[src/rtl/spi_port_pkg.sv]
package spi_port_pkg;

   typedef enum logic [1:0] {
      ROLE_OFF    = 2'd0,
      ROLE_MASTER = 2'd1,
      ROLE_SLAVE  = 2'd2
   } role_e;

   typedef struct packed {
      role_e      role;
      logic [1:0] rate;
      logic       ss_en;
   } cfg_t;

   // upper mode bits pick the role, lower bits pick rate or select use
   function automatic cfg_t decode_mode(input logic [3:0] m);
      cfg_t c;
      c.rate  = m[1:0];
      c.ss_en = ~m[0];
      case (m[3:2])
         2'b00:   c.role = ROLE_MASTER;
         2'b01:   c.role = ROLE_SLAVE;
         default: c.role = ROLE_OFF;
      endcase
      return c;
   endfunction

endpackage

[src/rtl/spi_port_sync.sv]
module spi_port_sync #(
   parameter int STAGES  = 2,
   parameter bit RST_VAL = 1'b0
) (
   input  logic clk,
   input  logic rst_n,
   input  logic d,
   output logic q
);
   logic [STAGES-1:0] ff_q;

   generate
      for (genvar i = 0; i < STAGES; i++) begin : g_stage
         if (i == 0) begin : g_first
            always_ff @(posedge clk or negedge rst_n) begin
               if (!rst_n) ff_q[0] <= RST_VAL;
               else        ff_q[0] <= d;
            end
         end else begin : g_next
            always_ff @(posedge clk or negedge rst_n) begin
               if (!rst_n) ff_q[i] <= RST_VAL;
               else        ff_q[i] <= ff_q[i-1];
            end
         end
      end
   endgenerate

   assign q = ff_q[STAGES-1];
endmodule

[src/rtl/spi_port_clkgen.sv]
module spi_port_clkgen #(
   parameter int DIV_A    = 4,
   parameter int DIV_B    = 16,
   parameter int DIV_C    = 64,
   parameter bit USE_TICK = 1'b1
) (
   input  logic       clk,
   input  logic       rst_n,
   input  logic       run,
   input  logic [1:0] rate,
   input  logic       tick,
   output logic       strobe
);
   localparam int HALF_A = DIV_A / 2;
   localparam int HALF_B = DIV_B / 2;
   localparam int HALF_C = DIV_C / 2;
   localparam int CNT_W  = $clog2(HALF_C + 1);

   logic [CNT_W-1:0] cnt_q;
   logic [CNT_W-1:0] half_m1;
   logic             div_hit;

   // half bit period per rate selection
   always_comb begin
      case (rate)
         2'd0:    half_m1 = CNT_W'(HALF_A - 1);
         2'd1:    half_m1 = CNT_W'(HALF_B - 1);
         default: half_m1 = CNT_W'(HALF_C - 1);
      endcase
   end

   assign div_hit = (cnt_q == half_m1);

   always_ff @(posedge clk or negedge rst_n) begin
      if (!rst_n)        cnt_q <= '0;
      else if (!run)     cnt_q <= '0;
      else if (div_hit)  cnt_q <= '0;
      else               cnt_q <= cnt_q + 1'b1;
   end

   generate
      if (USE_TICK) begin : g_tick
         assign strobe = run & ((rate == 2'd3) ? tick : div_hit);
      end else begin : g_notick
         assign strobe = run & div_hit;
      end
   endgenerate
endmodule

[src/rtl/spi_port_shifter.sv]
module spi_port_shifter #(
   parameter int W = 8
) (
   input  logic         clk,
   input  logic         rst_n,
   input  logic         clr,
   input  logic         abort,
   input  logic         load,
   input  logic [W-1:0] load_data,
   input  logic         lead,
   input  logic         trail,
   input  logic         sdi,
   output logic         msb,
   output logic         busy,
   output logic         done,
   output logic [W-1:0] rx_data
);
   localparam int              CW   = $clog2(W + 1);
   localparam logic [CW-1:0]   LAST = CW'(W - 1);

   logic [W-1:0]  sh_q;
   logic          cap_q;
   logic          half_q;
   logic [CW-1:0] cnt_q;

   assign msb     = sh_q[W-1];
   assign busy    = half_q | (cnt_q != '0);
   assign rx_data = {sh_q[W-2:0], cap_q};
   // last trailing edge of the byte
   assign done    = trail & half_q & (cnt_q == LAST);

   always_ff @(posedge clk or negedge rst_n) begin
      if (!rst_n) begin
         sh_q   <= '0;
         cap_q  <= 1'b0;
         half_q <= 1'b0;
         cnt_q  <= '0;
      end else if (clr) begin
         sh_q   <= '0;
         cap_q  <= 1'b0;
         half_q <= 1'b0;
         cnt_q  <= '0;
      end else begin
         if (load) sh_q <= load_data;
         if (abort) begin
            // select raised, restart the byte
            half_q <= 1'b0;
            cnt_q  <= '0;
         end else if (lead && !half_q) begin
            // sample on leading edge
            cap_q  <= sdi;
            half_q <= 1'b1;
         end else if (trail && half_q) begin
            // shift toward the MSB, next bit appears on msb
            sh_q   <= rx_data;
            half_q <= 1'b0;
            cnt_q  <= done ? '0 : cnt_q + 1'b1;
         end
      end
   end
endmodule

[src/rtl/spi_port.sv]
module spi_port
   import spi_port_pkg::*;
#(
   parameter int DATA_W         = 8,
   parameter int DIV_A          = 4,
   parameter int DIV_B          = 16,
   parameter int DIV_C          = 64,
   parameter int SYNC_STAGES    = 2,
   parameter bit USE_TIMER_TICK = 1'b1
) (
   input  logic              clk,
   input  logic              rst_n,
   input  logic              cfg_en,
   input  logic              cfg_cpol,
   input  logic [3:0]        cfg_mode,
   input  logic              cfg_sck_drive,
   input  logic              buf_wr,
   input  logic [DATA_W-1:0] buf_wdata,
   input  logic              buf_rd,
   output logic [DATA_W-1:0] buf_rdata,
   input  logic              flag_clr,
   input  logic              tmr_tick,
   output logic              sck_o,
   output logic              sck_oe,
   input  logic              sck_i,
   input  logic              ss_n_i,
   input  logic              sdi,
   output logic              sdo,
   output logic              sdo_oe,
   output logic              irq_o,
   output logic              buf_full_o,
   output logic              ovf_o,
   output logic              wcol_o
);
   generate
      if (DATA_W < 2) begin : g_bad_w
         $error("spi_port: DATA_W must be at least 2");
      end
      if ((DIV_A % 2) != 0 || (DIV_B % 2) != 0 || (DIV_C % 2) != 0 || DIV_A < 2) begin : g_bad_div
         $error("spi_port: dividers must be even and at least 2");
      end
      if (!(DIV_A <= DIV_B && DIV_B <= DIV_C)) begin : g_bad_order
         $error("spi_port: dividers must be non-decreasing");
      end
      if (SYNC_STAGES < 2) begin : g_bad_sync
         $error("spi_port: at least two synchronizer stages required");
      end
   endgenerate

   cfg_t cfg;
   assign cfg = decode_mode(cfg_mode);

   logic is_master, is_slave, active, monitor;
   assign is_master = cfg_en & (cfg.role == ROLE_MASTER);
   assign is_slave  = cfg_en & (cfg.role == ROLE_SLAVE);
   assign active    = is_master | is_slave;
   // master with clock output off runs continuously
   assign monitor   = is_master & ~cfg_sck_drive;

   // ---------------- master clock ----------------
   logic run_q, m_run, m_strobe, sck_q, m_lead, m_trail;
   assign m_run = is_master & (run_q | monitor);

   spi_port_clkgen #(
      .DIV_A   (DIV_A),
      .DIV_B   (DIV_B),
      .DIV_C   (DIV_C),
      .USE_TICK(USE_TIMER_TICK)
   ) u_clkgen (
      .clk   (clk),
      .rst_n (rst_n),
      .run   (m_run),
      .rate  (cfg.rate),
      .tick  (tmr_tick),
      .strobe(m_strobe)
   );

   // leading edge leaves the idle level, trailing edge returns to it
   assign m_lead  = m_strobe & (sck_q == cfg_cpol);
   assign m_trail = m_strobe & (sck_q != cfg_cpol);

   always_ff @(posedge clk or negedge rst_n) begin
      if (!rst_n)        sck_q <= 1'b0;
      else if (!m_run)   sck_q <= cfg_cpol;
      else if (m_strobe) sck_q <= ~sck_q;
   end

   // ---------------- slave clock and select ----------------
   logic sck_s, ss_s, sck_prev_q, ss_block, s_lead, s_trail;

   spi_port_sync #(.STAGES(SYNC_STAGES), .RST_VAL(1'b0)) u_sck_sync (
      .clk(clk), .rst_n(rst_n), .d(sck_i), .q(sck_s)
   );
   spi_port_sync #(.STAGES(SYNC_STAGES), .RST_VAL(1'b1)) u_ss_sync (
      .clk(clk), .rst_n(rst_n), .d(ss_n_i), .q(ss_s)
   );

   always_ff @(posedge clk or negedge rst_n) begin
      if (!rst_n) sck_prev_q <= 1'b0;
      else        sck_prev_q <= sck_s;
   end

   // deselected slave ignores the clock
   assign ss_block = is_slave & cfg.ss_en & ss_s;
   // edges of the synchronized clock
   assign s_lead  = is_slave & ~ss_block & (sck_prev_q == cfg_cpol) & (sck_s != cfg_cpol);
   assign s_trail = is_slave & ~ss_block & (sck_prev_q != cfg_cpol) & (sck_s == cfg_cpol);

   // ---------------- shift register ----------------
   logic              lead, trail, sh_busy, sh_done, busy, accept_wr, collide, sh_msb;
   logic [DATA_W-1:0] sh_rx;

   assign lead      = m_lead | s_lead;
   assign trail     = m_trail | s_trail;
   assign busy      = sh_busy | run_q;
   assign accept_wr = buf_wr & active & ~busy;
   // write during a transfer is refused
   assign collide   = buf_wr & active & busy;

   spi_port_shifter #(.W(DATA_W)) u_shifter (
      .clk      (clk),
      .rst_n    (rst_n),
      .clr      (~active),
      .abort    (ss_block),
      .load     (accept_wr),
      .load_data(buf_wdata),
      .lead     (lead),
      .trail    (trail),
      .sdi      (sdi),
      .msb      (sh_msb),
      .busy     (sh_busy),
      .done     (sh_done),
      .rx_data  (sh_rx)
   );

   // a master write starts the transfer
   always_ff @(posedge clk or negedge rst_n) begin
      if (!rst_n)                     run_q <= 1'b0;
      else if (!is_master)            run_q <= 1'b0;
      else if (accept_wr && !monitor) run_q <= 1'b1;
      else if (sh_done)               run_q <= 1'b0;
   end

   // ---------------- buffer and flags ----------------
   logic [DATA_W-1:0] buf_q;
   logic              irq_q, full_q, ovf_q, wcol_q, lose, load_buf;

   // a completed byte is dropped only if the buffer stays full
   assign lose     = sh_done & full_q & ~buf_rd;
   assign load_buf = sh_done & ~lose;

   always_ff @(posedge clk or negedge rst_n) begin
      if (!rst_n) begin
         buf_q  <= '0;
         irq_q  <= 1'b0;
         full_q <= 1'b0;
         ovf_q  <= 1'b0;
         wcol_q <= 1'b0;
      end else if (!cfg_en) begin
         // disabled port clears its flags
         irq_q  <= 1'b0;
         full_q <= 1'b0;
         ovf_q  <= 1'b0;
         wcol_q <= 1'b0;
      end else begin
         if (load_buf) buf_q <= sh_rx;
         irq_q  <= sh_done | (irq_q & ~flag_clr);
         full_q <= sh_done | (full_q & ~buf_rd);
         ovf_q  <= lose | (ovf_q & ~flag_clr);
         wcol_q <= collide | (wcol_q & ~flag_clr);
      end
   end

   assign buf_rdata  = buf_q;
   assign irq_o      = irq_q;
   assign buf_full_o = full_q;
   assign ovf_o      = ovf_q;
   assign wcol_o     = wcol_q;
   assign sck_o      = sck_q;
   assign sck_oe     = is_master & cfg_sck_drive;
   assign sdo        = sh_msb;
   assign sdo_oe     = is_master | (is_slave & ~ss_block);
endmodule

[config.mk]
export PLATFORM = sky130hd
export DESIGN_NAME = spi_port
export DESIGN_NICKNAME = d
export VERILOG_FILES = /design/src/rtl/spi_port_pkg.sv /design/src/rtl/spi_port_sync.sv /design/src/rtl/spi_port_clkgen.sv /design/src/rtl/spi_port_shifter.sv /design/src/rtl/spi_port.sv
export SDC_FILE = /design/constraint.sdc
export NUM_CORES = 1
export LEC_CHECK = 0
export BUFFER_PORTS_ARGS = -buffer_cell sky130_fd_sc_hd__buf_2
export CORE_ASPECT_RATIO = 1.25
export CORE_MARGIN = 5
export CORE_UTILIZATION = 45
export DETAILED_ROUTE_END_ITERATION = 8
export PLACE_DENSITY = 0.73
export SYNTH_ARGS = -nofsm -noshare
export SYNTH_HDL_FRONTEND = slang
export SYNTH_SLANG_ARGS = --single-unit
[constraint.sdc]
create_clock -name clk -period 2.5 [get_ports clk]
set_input_delay 0.25 -clock clk [delete_from_list [all_inputs] [get_ports clk]]
set_output_delay 0.25 -clock clk [all_outputs]
set_load 0.005 [all_outputs]
==> Word level (Yosys, flattened, before mapping) <==
Cells that the tools add are included.
{ "word_totals": {"ff_bits": 39} }
{ "classes": {"addsub": 2, "eq_ne": 20, "n_mux": 31, "bitwise_logic": 46, "reduce_logical": 11} }
{ "op_table": {"columns": ["operator", "n"], "rows": [
  ["$mux W8", 5],
  ["$and A1 B1 Y1", 27],
  ["$mux W4", 5],
  ["$mux W1", 17],
  ["$mux W6", 2],
  ["$or A1 B1 Y1", 11],
  ["$pmux W5 S2", 1],
  ["$not A1 Y1", 8],
  ["$add A6 B1 Y6 const B", 1],
  ["$eq A2 B1 Y1 const B", 3],
  ["$eq A6 B5 Y1", 1],
  ["$ne A3 B1 Y1 const B", 2],
  ["$reduce_and A2 Y1", 3],
  ["$add A4 B1 Y4 const B", 1],
  ["$eq A2 B2 Y1 const B", 2],
  ["$eq A4 B3 Y1 const B", 1],
  ["$logic_not A2 Y1", 2],
  ["$ne A2 B2 Y1 const B", 2],
  ["$ne A4 B1 Y1 const B", 1],
  ["$pmux W2 S2", 1],
  ["$reduce_bool A4 Y1", 1],
  ["$eq A1 B1 Y1", 3],
  ["$logic_and A1 B1 Y1", 3],
  ["$ne A1 B1 Y1", 3],
  ["3 further kinds", 4]
]} }

==> Depth between registers and ports, before layout <==
{ "logic_depth": {"ltp_word": 18, "depth_mapped": 6} }

==> Hierarchy <==
A second synthesis with hierarchy kept.
{ "hier_totals": {"hier_cells": 170, "area_unflattened_um2": 1986.9} }
{ "by_module_without_submodules": {"columns": ["module", "instances", "cells_per_inst", "area_per_inst_um2", "seq_area_each_um2"], "rows": [
  ["spi_port_shifter", 1, 70, 818.3, 350.3],
  ["spi_port", 1, 62, 710.7, 375.4],
  ["spi_port_clkgen", 1, 34, 355.3, 150.1],
  ["spi_port_sync at u_ss_sync", 1, 2, 52.6, 52.6],
  ["spi_port_sync at u_sck_sync", 1, 2, 50.0, 50.0]
]} }

==> Least setup slack after synthesis <==
No wires, ideal clock.
{ "synth_path": {"path_type": "reg-to-reg", "startpoint": "register u_clkgen.cnt_q[3]", "endpoint": "register buf_q[0] (netlist: buf_rdata[0])", "setup_time_ns": 0.125, "arrival_ns": 1.942, "setup_slack_ns": 0.433, "stages_incl_launch_ff": 6, "n_path_buf": 0, "synth_period_minus_slack_ns": 2.067, "path_cell_list": "dfrtp_1 -> or3_1 -> o22ai_4 -> nand4_4 -> a211oi_4 -> mux2_2"} }
{ "synth_via": {"elab_chain_len": 12} }
{ "synth_rtl": {"columns": ["element", "line_no", "rtl"], "rows": [
  ["start, declared", "spi_port_clkgen.sv:19", "logic [CNT_W-1:0] cnt_q;"],
  ["start signal, assigned", "spi_port_clkgen.sv:38", "else cnt_q <= cnt_q + 1'b1;"],
  ["$eq A6 B5 Y1 *", "spi_port_clkgen.sv:32", "assign div_hit = (cnt_q == half_m1);"],
  ["$mux W1 *", "spi_port_clkgen.sv:43", "assign strobe = run & ((rate == 2'd3) ? tick : div_hit);"],
  ["$and A1 B1 Y1 *", "spi_port_clkgen.sv:43", null],
  ["$and A1 B1 Y1 *", "spi_port.sv:80", "assign m_trail = m_strobe & (sck_q != cfg_cpol);"],
  ["$or A1 B1 Y1 *", "spi_port.sv:114", "assign trail = m_trail | s_trail;"],
  ["$and A1 B1 Y1 * (2 in series)", "spi_port_shifter.sv:30", "assign done = trail & half_q & (cnt_q == LAST);"],
  ["$and A1 B1 Y1 (2 in series)", "spi_port.sv:149", "assign lose = sh_done & full_q & ~buf_rd;"],
  ["$not A1 Y1", "spi_port.sv:150", "assign load_buf = sh_done & ~lose;"],
  ["$and A1 B1 Y1 *", "spi_port.sv:150", null],
  ["$reduce_and A2 Y1 (no source line) *", null, null],
  ["end signal, assigned", "spi_port.sv:166", "if (load_buf) buf_q <= sh_rx;"],
  ["end, declared", "spi_port.sv:145", "logic [DATA_W-1:0] buf_q;"]
]} }
Every way passes the cells marked *; elsewhere a longest branch is shown, timed or not.
A chain may end at the register's enable or synchronous reset.

==> Worst setup path in the final report <==
{ "layout_path": {"startpoint": "register u_clkgen.cnt_q[2]", "endpoint": "register buf_q[2] (netlist: buf_rdata[2])"} }
The elaborated chain is that of the path after synthesis.

==> impl_metrics.prom <==
# TYPE chip_impl_metric gauge
chip_impl_info{name="yosys.area.top_type",value="dfrtp_1"} 1
chip_impl_metric{name="detail_route.wl_per_cell",unit="um"} 15.08
chip_impl_metric{name="cts_hold_buf",unit=""} 0
chip_impl_metric{name="layout.nets",unit=""} 250
chip_impl_metric{name="fp.dieArea",unit="um2"} 5852
chip_impl_metric{name="antennaDiodeCount",unit=""} 0
chip_impl_metric{name="synthesis.instances",unit=""} 175
chip_impl_metric{name="maxSlewViolCount",unit=""} 0
chip_impl_metric{name="hold_ws",unit="ps"} 55.61
chip_impl_metric{name="antenna_found_initial",unit=""} 0
chip_impl_metric{name="synth_fp_nets",unit=""} 202
chip_impl_metric{name="synthesis_warning_total",unit=""} 0
chip_impl_metric{name="core.rowCount",unit=""} 27
chip_impl_metric{name="cts-resized-gates",unit=""} 0
chip_impl_metric{name="design.portCount",unit=""} 40
chip_impl_metric{name="clockBufferDepth",unit=""} 2
chip_impl_metric{name="grt_pass1_wl",unit="mm"} 7.307
chip_impl_info{name="synth_area_leaders",value="dfrtp_1 (47%), mux2_2 (8.5%), mux2i_1 (5.0%)"} 1
chip_impl_metric{name="final_wtd_congestion",unit=""} 0.8388
chip_impl_metric{name="max_freq",unit="MHz"} 439.5
chip_impl_info{name="ys_dominant_reg_cell",value="dfrtp_1"} 1
chip_impl_metric{name="hpwlAfterDp",unit="mm"} 3.227
chip_impl_metric{name="yosys.area.top_type_share",unit="%"} 46.60
chip_impl_metric{name="final-setup-viol-count",unit=""} 0
chip_impl_metric{name="die_width",unit="um"} 69.43
chip_impl_metric{name="power.total",unit="mW"} 1.285
chip_impl_metric{name="synth.distinct_cells",unit=""} 49
chip_impl_metric{name="cts.repair_timing.setup_buffer_count",unit=""} 0
chip_impl_metric{name="ys_ff_latch",unit=""} 39
chip_impl_metric{name="grt_max_degree",unit=""} 40
chip_impl_metric{name="post-route-min-period",unit="ps"} 2275
chip_impl_info{name="cts_tree",value="built"} 1
chip_impl_metric{name="detail_route.drc_violations",unit=""} 0
chip_impl_metric{name="drtAntennaViolNets",unit=""} 0
chip_impl_metric{name="num_vias",unit=""} 1491
chip_impl_metric{name="cts_buffers",unit=""} 5
chip_impl_metric{name="core_area",unit="um2"} 4358
chip_impl_info{name="critPathLaunchType",value="register"} 1
chip_impl_info{name="worstSetupPathType",value="reg2reg"} 1
chip_impl_metric{name="seq_area_frac_synth",unit="%"} 49.24
chip_impl_metric{name="tns",unit="ps"} 0
chip_impl_metric{name="critPathMaxFanout",unit=""} 8
chip_impl_info{name="grt_setup_unrepaired",value="no"} 1
chip_impl_metric{name="power.density",unit="nW/um2"} 536.9
chip_impl_metric{name="crit_required",unit="ps"} 2680
chip_impl_info{name="synthTopCellsByCount",value="dfrtp_1 (37), mux2_2 (15), nor2_1 (15)"} 1
chip_impl_metric{name="syn-cell-area",unit="um2"} 1987
chip_impl_metric{name="via_per_inst",unit=""} 5.287
chip_impl_metric{name="grt_use_total",unit="%"} 15.41
chip_impl_metric{name="cp_data_arrival_time",unit="ps"} 2450
chip_impl_metric{name="static-leakage-power",unit="nW"} 1.229
chip_impl_metric{name="per_instance_average_area_after_synthesis",unit="um2"} 11.35
chip_impl_metric{name="detail_route.iter0.violations",unit=""} 55
chip_impl_metric{name="sink_count_of_the_clock_tree",unit=""} 39
chip_impl_metric{name="drv.max_cap_violation_count",unit=""} 0
chip_impl_metric{name="totalWireLength",unit="mm"} 4.252
chip_impl_metric{name="synth-edff-count",unit=""} 0
chip_impl_info{name="synthMostInstantiatedCell",value="dfrtp_1"} 1
chip_impl_metric{name="drive_gt1_share",unit="%"} 34.38
chip_impl_metric{name="via_count_of_the_first_global_routing_pass",unit=""} 1615
chip_impl_metric{name="initial_core_util",unit="%"} 45.59
chip_impl_metric{name="max-slew-margin-rel",unit="%"} 43.47
chip_impl_metric{name="area_growth_syn_to_layout",unit="%"} 20.47
chip_impl_metric{name="clk_pin_slew",unit="ps"} 80
chip_impl_info{name="setup.worst_path.end_class",value="register"} 1
chip_impl_metric{name="timing.final.crit_share",unit="%"} 91.01
chip_impl_metric{name="tightest_slew",unit="ps"} 848.0
chip_impl_metric{name="clk_latency",unit="ps"} 290
chip_impl_metric{name="die-height",unit="um"} 84.29
chip_impl_metric{name="finalHoldViolCount",unit=""} 0
chip_impl_info{name="outcome",value="finished clean"} 1
chip_impl_info{name="clockRootBuffer",value="clkbuf_8"} 1
chip_impl_info{name="min_path_type",value="in2async"} 1
chip_impl_metric{name="ys_async_sr_fraction",unit="%"} 100.0
chip_impl_metric{name="vdd.ir_drop.worst",unit="V"} 0.0003772
chip_impl_metric{name="io_buffers",unit=""} 39
chip_impl_metric{name="drt_pre_antenna_iters",unit=""} 4
chip_impl_metric{name="htree_num_levels",unit=""} 2
chip_impl_metric{name="clock_skew",unit="ps"} 8.664
chip_impl_metric{name="gr-total-overflow",unit=""} 0
-- kinds of logic after synthesis --
group                      count (synthesis)  synth area share, %
muxes                                     25                13.54
AOI/OAI and AO/OA                         31                12.59
buffers and inverters                      8                1.763
adders and majority gates                  3                1.889
xor gates and xnor gates                   6                2.645
and+or+nand+nor                           63                18.33
DFF                                       39                49.24
-- area by class of cell --
cell class                      count  area (um2)
Fill cell                         400        1964
Sequential cell                    39       978.4
Multi-Input combinational cell    128       973.4
Timing Repair Buffer               44       232.7
Clock buffer                        6       82.58
Tap cell                           58       72.57
Clock inverter                      2       35.03
Inverter                            5       18.77
-- routing by layer --
| metal | up-vias | track usage, % | routed length (um) |
|---|---|---|---|
| met1 | 718 | 17.74 | 1801 |
| met5 | - | 0 | 0 |
| met4 | 0 | 4.263 | 51 |
| li1 | 738 | - | - |
| met2 | 29 | 27.86 | 2198 |
| met3 | 6 | 4.192 | 200 |
-- cells in the final DEF, fill, tap and decap left out, drive strengths merged, types with 5 or more instances in the layout --
cell type and instances:
buf 44, clkbuf 6, dfrtp 37, inv 5
mux2 15, mux2i 10, nand2 11, nand4 7
nor2 16, nor2b 5, o21ai 7
-- critical path: stages, from the launching register on --
cell and delay, ps:
dfrtp_1 480, nand2b_2 100, a211oi_1 450, nand4_4 210, a211oi_4 530, mux2_2 390
-- power breakdown --
part / leakage (nW) / internal, mW / switching, mW
clock: 0.0612 / 0.323 / 0.224
combinational: 0.640 / 0.0385 / 0.0530
sequential: 0.528 / 0.640 / 0.00666
-- state kept, by name, summed over array words and instances (netlist names) --
register / count
u_ss_sync.ff_q: 1
u_shifter.cap_q: 1
u_clkgen.cnt_q: 6
wcol_o: 1
u_shifter.sh_q: 8
run_q: 1
u_shifter.half_q: 1
ovf_o: 1
buf_rdata: 8
sck_prev_q: 1
sck_o: 1
u_shifter.cnt_q: 4
buf_full_o: 1
u_sck_sync.ff_q: 1
u_sck_sync.q: 1
u_ss_sync.q: 1
irq_o: 1
-- stage by stage --
| step | utilization [%] | setup WS (ps) | instance area (um2) | std cells |
|---|---|---|---|---|
| 2_1_floorplan | - | 432.9 | 1987 | 175 |
| 3_3_place_gp | 52.23 | 228.3 | 2276 | 274 |
| 3_5_place_dp | 52.23 | 178.4 | 2276 | 274 |
| 4_1_cts | 54.92 | 224.0 | 2394 | 282 |
| 5_1_grt | 54.92 | 52.07 | 2394 | 282 |
| 6_report | 54.92 | 224.9 | 2394 | 282 |
-- final timing paths --
| kind | start | end | slack (ps) | depth (start not counted) |
|---|---|---|---|---|
| worst max-delay path | u_clkgen.cnt_q[2] | buf_rdata[2] | 220 | 5 |
| worst min-delay path | rst_n | sck_prev_q | 60 | 1 |
| worst max register to register | u_clkgen.cnt_q[2] | buf_rdata[2] | 220 | 5 |
| worst min register to register | u_sck_sync.ff_q[0] | u_sck_sync.q | 350 | 0 |
| max in group asynchronous | rst_n | u_shifter.sh_q[7] | 1900 | 1 |
| min in group clk | ss_n_i | u_ss_sync.ff_q[0] | 60 | 1 |
No activity file was read; power rests on OpenSTA's default activity.
